===== config.mk =====
export PLATFORM = sky130hd
export DESIGN_NAME = rfsh_stagger_sched
export DESIGN_NICKNAME = d
export VERILOG_FILES = /design/src/rtl/rfsh_pkg.sv /design/src/rtl/rfsh_rank_counter.sv /design/src/rtl/rfsh_rr_ptr.sv /design/src/rtl/rfsh_wait_flags.sv /design/src/rtl/rfsh_stagger_sched.sv
export SDC_FILE = /design/constraint.sdc
export NUM_CORES = 1
export LEC_CHECK = 0
export BUFFER_PORTS_ARGS = -buffer_cell sky130_fd_sc_hd__buf_4
export CAP_MARGIN = 5
export CORE_ASPECT_RATIO = 0.75
export CORE_UTILIZATION = 45
export DETAILED_ROUTE_END_ITERATION = 7
export GPL_TIMING_DRIVEN = 0
export REMOVE_ABC_BUFFERS = 1
export SLEW_MARGIN = 15
export SYNTH_ARGS = -nofsm -noshare
export SYNTH_HDL_FRONTEND = slang
export SYNTH_SLANG_ARGS = --single-unit

===== constraint.sdc =====
create_clock -name clk -period 2.81 [get_ports clk]
set_input_delay 0.1405 -clock clk [delete_from_list [all_inputs] [get_ports clk]]
set_output_delay 0.1405 -clock clk [all_outputs]
set_load 0.02 [all_outputs]

===== src/rtl/rfsh_pkg.sv =====
package rfsh_pkg;

    // Start value of a rank's counter: evenly spaced slots over one interval.
    function automatic int unsigned stagger_count(input int unsigned period,
                                                  input int unsigned ranks,
                                                  input int unsigned idx);
        return (period / ranks) * (idx + 1);
    endfunction

    // Index width that can name every rank (at least one bit).
    function automatic int unsigned idx_width(input int unsigned ranks);
        return (ranks > 1) ? $clog2(ranks) : 1;
    endfunction

    // Decision made for the pointed-to rank in one cycle.
    typedef struct packed {
        logic due;    // counter has reached zero
        logic wake;   // powered down and inside the exit window
    } slot_check_t;

endpackage


===== src/rtl/rfsh_rank_counter.sv =====
module rfsh_rank_counter #(
    parameter int unsigned CW        = 9,
    parameter int unsigned INIT_VAL  = 100,
    parameter int unsigned RELOAD_VAL = 399
) (
    input  logic          clk,
    input  logic          rst,
    input  logic          reload,
    output logic [CW-1:0] count
);
    always_ff @(posedge clk) begin
        if (rst)
            count <= CW'(INIT_VAL);
        else if (reload)
            count <= CW'(RELOAD_VAL);
        else if (count != '0)
            count <= count - 1'b1;
    end
endmodule


===== src/rtl/rfsh_rr_ptr.sv =====
module rfsh_rr_ptr #(
    parameter int unsigned NUM_RANKS = 4,
    parameter int unsigned RW        = 2
) (
    input  logic          clk,
    input  logic          rst,
    input  logic          advance,
    output logic [RW-1:0] ptr
);
    localparam logic [RW-1:0] LAST = RW'(NUM_RANKS - 1);

    always_ff @(posedge clk) begin
        if (rst)
            ptr <= '0;
        else if (advance)
            ptr <= (ptr == LAST) ? '0 : ptr + 1'b1;
    end
endmodule


===== src/rtl/rfsh_wait_flags.sv =====
module rfsh_wait_flags #(
    parameter int unsigned NUM_RANKS = 4,
    parameter int unsigned RW        = 2
) (
    input  logic                 clk,
    input  logic                 rst,
    input  logic [NUM_RANKS-1:0] set_vec,
    input  logic                 ack_valid,
    input  logic [RW-1:0]        ack_rank,
    output logic [NUM_RANKS-1:0] waiting
);
    for (genvar i = 0; i < NUM_RANKS; i++) begin : g_flag
        always_ff @(posedge clk) begin
            if (rst)
                waiting[i] <= 1'b0;
            else if (set_vec[i])
                waiting[i] <= 1'b1;          // a new need outranks a clear
            else if (ack_valid && ack_rank == RW'(i))
                waiting[i] <= 1'b0;
        end
    end
endmodule


===== src/rtl/rfsh_stagger_sched.sv =====
module rfsh_stagger_sched #(
    parameter int unsigned NUM_RANKS  = 4,
    parameter int unsigned PERIOD_CYC = 400,
    parameter int unsigned WAKE_CYC   = 6,
    localparam int unsigned RW        = rfsh_pkg::idx_width(NUM_RANKS)
) (
    input  logic                 clk,
    input  logic                 rst,
    input  logic [NUM_RANKS-1:0] rank_pd,
    input  logic                 ack_valid,
    input  logic [RW-1:0]        ack_rank,
    output logic                 ref_req,
    output logic [RW-1:0]        ref_rank,
    output logic [NUM_RANKS-1:0] ref_waiting
);
    localparam int unsigned CW = $clog2(PERIOD_CYC + 1);

    logic [CW-1:0]        cnt [NUM_RANKS];
    logic [RW-1:0]        ptr;
    logic [CW-1:0]        sel_cnt;
    rfsh_pkg::slot_check_t chk;
    logic [NUM_RANKS-1:0] reload_vec;
    logic [NUM_RANKS-1:0] set_vec;

    for (genvar i = 0; i < NUM_RANKS; i++) begin : g_rank
        rfsh_rank_counter #(
            .CW        (CW),
            .INIT_VAL  (rfsh_pkg::stagger_count(PERIOD_CYC, NUM_RANKS, i)),
            .RELOAD_VAL(PERIOD_CYC - 1)
        ) u_cnt (
            .clk   (clk),
            .rst   (rst),
            .reload(reload_vec[i]),
            .count (cnt[i])
        );
        assign reload_vec[i] = (ptr == RW'(i)) && chk.due;
        assign set_vec[i]    = (ptr == RW'(i)) && (chk.due || chk.wake);
    end

    always_comb begin
        sel_cnt  = cnt[ptr];
        chk.due  = (sel_cnt == '0);
        chk.wake = rank_pd[ptr] && (sel_cnt <= CW'(WAKE_CYC));
    end

    rfsh_rr_ptr #(.NUM_RANKS(NUM_RANKS), .RW(RW)) u_ptr (
        .clk    (clk),
        .rst    (rst),
        .advance(chk.due),
        .ptr    (ptr)
    );

    rfsh_wait_flags #(.NUM_RANKS(NUM_RANKS), .RW(RW)) u_flags (
        .clk      (clk),
        .rst      (rst),
        .set_vec  (set_vec),
        .ack_valid(ack_valid),
        .ack_rank (ack_rank),
        .waiting  (ref_waiting)
    );

    always_ff @(posedge clk) begin
        if (rst) begin
            ref_req  <= 1'b0;
            ref_rank <= '0;
        end else begin
            ref_req  <= chk.due;
            ref_rank <= chk.due ? ptr : ref_rank;
        end
    end
endmodule


==> impl_metrics.csv <==
group,metric,value,unit
timing,finalHoldViolCount,0,
clock_tree,cts_max_level,2,
cells_and_area,layout_common_cells,"44 x dfxtp_1, 24 x a21oi_1, 18 x nor2_1",
synth,yosys_warnings,0,
global_routing,gr-usage-met2,27.8,%
floorplan,dieArea,0.00551,mm^2
worst_setup_path,crit_chain,"mux4_2 -> nor2_1 -> and3b_1 -> nand3_1 -> and3_1",
timing,setup_tns,0,ns
synth,synth_top_area_share,38.4,%
floorplan,die_width,85.4,um
global_routing,grt_max_degree,30,
clock_tree,cts_buffer_depth,2,
worst_setup_path,required,3.01,ns
clock_tree,holdBufCountCts,0,
clock_tree,clkLatencyLatePin,0.30,ns
outcome,status,"complete, no violations",
global_routing,top_usage_layer,"met1",
cells_and_area,drive_above_1_share,16.2,%
worst_setup_path,worstPathArrival,2.76,ns
placement,gp_congestion,0.755,
synth,ys_seq_area_share,38.4,%
route,wire_per_inst,15.4,um
worst_setup_path,slowest_stage,"dfxtp_1",
global_routing,grt_overflow,0,
global_routing,antenna_found_initial,0,
synth,synth_area_leaders,"dfxtp_1 38%, a21oi_1 5.1%, mux4_2 4.8%",
pwr,cellLeakagePower,1.01,nW
timing,rsz0062_at_grt,"no",
synth,synth-seq-cells,45,
timing,finalMaxSlewViolations,0,
worst_setup_path,crit_type,"register to register",
floorplan,rows,22,
timing,tightest_slew,0.506,ns
cells_and_area,diodes,0,
run,drv_cap,0,
clock_tree,cts_tree,"done",
route,routed_wl,5090,um
worst_setup_path,endpoint_kind,"register",
floorplan,initial_core_util,47.4,%
floorplan,ioPinCount,16,
global_routing,grt.total_usage,19.8,%
synth,synth.distinct_cells,49,
pwr,power,1.45,mW
worst_setup_path,critPathLaunchType,"register",
route,drtPass1Iterations,4,
global_routing,globalRouteMet3Util,3.82,%
synth,synth_enable_flop_cells,0,
worst_hold_path,hold_class,"input pin to register",
floorplan,core_area,0.00495,mm^2
floorplan,die_h,64.5,um
global_routing,grt_pass1_vias,1755,
route,drc,0,
synth,yosys.area.top_type,"dfxtp_1",
global_routing,met1_usage,29.8,%
synth,syn_avg_cell_area,9.10,um^2
timing,min_period_over_period,91.3,%
clock_tree,numCtsBuffers,5,
global_routing,grt_pass1_wl,8490,um
timing,finalClockSkew,0.00255,ns
cells_and_area,nNetsFinal,287,
route,viasPerCell,5.73,
worst_setup_path,cpPeakStageDelay,0.57,ns
pwr,ir_drop,0.332,mV
route,ant_nets,0,
timing,setup_viol,0,
timing,maxSlewHeadroom,65.5,%
pwr,cellPowerDensity,556,mW/mm^2
clock_tree,cts_root_buffer,"clkbuf_8",
cells_and_area,mostFrequentLayoutCell,"dfxtp_1",
synth,synth_area,0.00235,mm^2
synth,synth_cells,258,
placement,hpwl,3560,um
timing,max_clock_freq,0.390,GHz
synth,async_flop_share,0,%
clock_tree,post-cts-setup-buffer-count,0,
route,via_count,1898,
timing,layout_min_cycle_time,2.57,ns
cells_and_area,syn_to_final_growth,10.8,%
placement,portBuffers,15,
clock_tree,clkTransAtPathRegs,0.08,ns
worst_setup_path,critPathMaxFanout,12,
clock_tree,clock_sinks,45,
route,drt_iter0_drc,68,
worst_setup_path,reg2reg_slack,0.24,ns
synth,dominantRegCellSynth,"dfxtp_1",
==> synthesized netlist by cell type (3+ instances only) <==
cell type	instances
nand3_1	9
ha_1	8
a21o_1	4
a21oi_1	24
nor2_1	18
dfxtp_1	45
nor4_1	6
and3_1	6
or4_1	5
mux2_2	5
clkbuf_1	6
inv_1	13
xnor2_1	12
or3_1	5
xor2_1	4
nor2b_1	3
a31o_2	3
nor3_1	9
mux4_2	5
nand2_1	14
o21ai_0	12
==> cell type report <==
cell class	instances	area [um^2]
fillers	468	2350
multi-input cells	189	1340
flip-flops and latches	45	902
repair buffers	15	113
clock buffers	7	86.3
well taps	60	75.1
inverters	14	52.6
clock inverters	1	30.0
==> report_power, final <==
group	switching, mW	total, mW	internal [mW]
clock network	0.221	0.511	0.290
registers	0.0533	0.734	0.680
logic	0.0995	0.202	0.102
total	0.374	1.45	1.07
==> critical path: cells and delay by family, from the launching register on <==
kind | cells | cell delay, ns
multiplexers | 1 | 0.57
AND/OR/NAND/NOR | 4 | 1.32
flip-flops | 1 | 0.57
==> flip-flops by register name, indices dropped and copies added (netlist names) <==
signal	cells
u_ptr.ptr	2
ref_rank	2
u_flags.waiting	4
ref_req	1
g_rank.u_cnt.count	36
==> final timing paths <==
check	from	end	cells after the start
setup / recovery	u_ptr.ptr[1]$_SDFFE_PP0N_	g_rank[3].u_cnt.count[5]$_SDFFE_PP0P_	5
hold / removal	ack_rank[1]	u_flags.waiting[1]$_SDFFE_PP0P_	3
setup reg to reg	u_ptr.ptr[1]$_SDFFE_PP0N_	g_rank[3].u_cnt.count[5]$_SDFFE_PP0P_	5
hold reg to reg	ref_rank[1]$_SDFFE_PP0N_	ref_rank[1]$_SDFFE_PP0N_	2
==> metal layers <==
metal / part of all wire (%) / vias to the layer above / routed length (um)
li1: - / 967 / -
met1: 56 / 893 / 2870
met2: 39 / 31 / 2000
met3: 3.3 / 7 / 166
met4: 1.2 / 0 / 61
met5: 0 / - / 0
==> what timing repair did <==
action | CTS | global route
gates resized for setup | 0 | 1
endpoints found under the hold margin | 0 | 0
endpoints found under the setup margin | 0 | 3
==> metrics by stage <==
step | instance area, um^2 | setup WS, ns | cells | util (%) | hold slack, ns
after floorplan | 2300 | 0.544 | 248 | - | 0.210
after global placement | 2480 | 0.120 | 323 | 50.1 | 0.460
after detailed placement | 2480 | 0.102 | 323 | 50.1 | 0.454
after CTS | 2600 | 0.0773 | 331 | 52.5 | 0.186
after global routing | 2600 | 0.102 | 331 | 52.5 | 0.208
final | 2600 | 0.244 | 331 | 52.5 | 0.193
==> cells by family after synthesis <==
logic type	count (synthesis)	share of synthesized area [%]
AOI/OAI and AO/OA	60	16.3
xor gates and xnor gates	16	5.97
adders and majority gates	8	4.26
buffers and inverters	24	4.42
DFF	45	38.4
muxes	13	9.01
and+or+nand+nor	92	21.6
No activity file was read; power rests on OpenSTA's default activity.
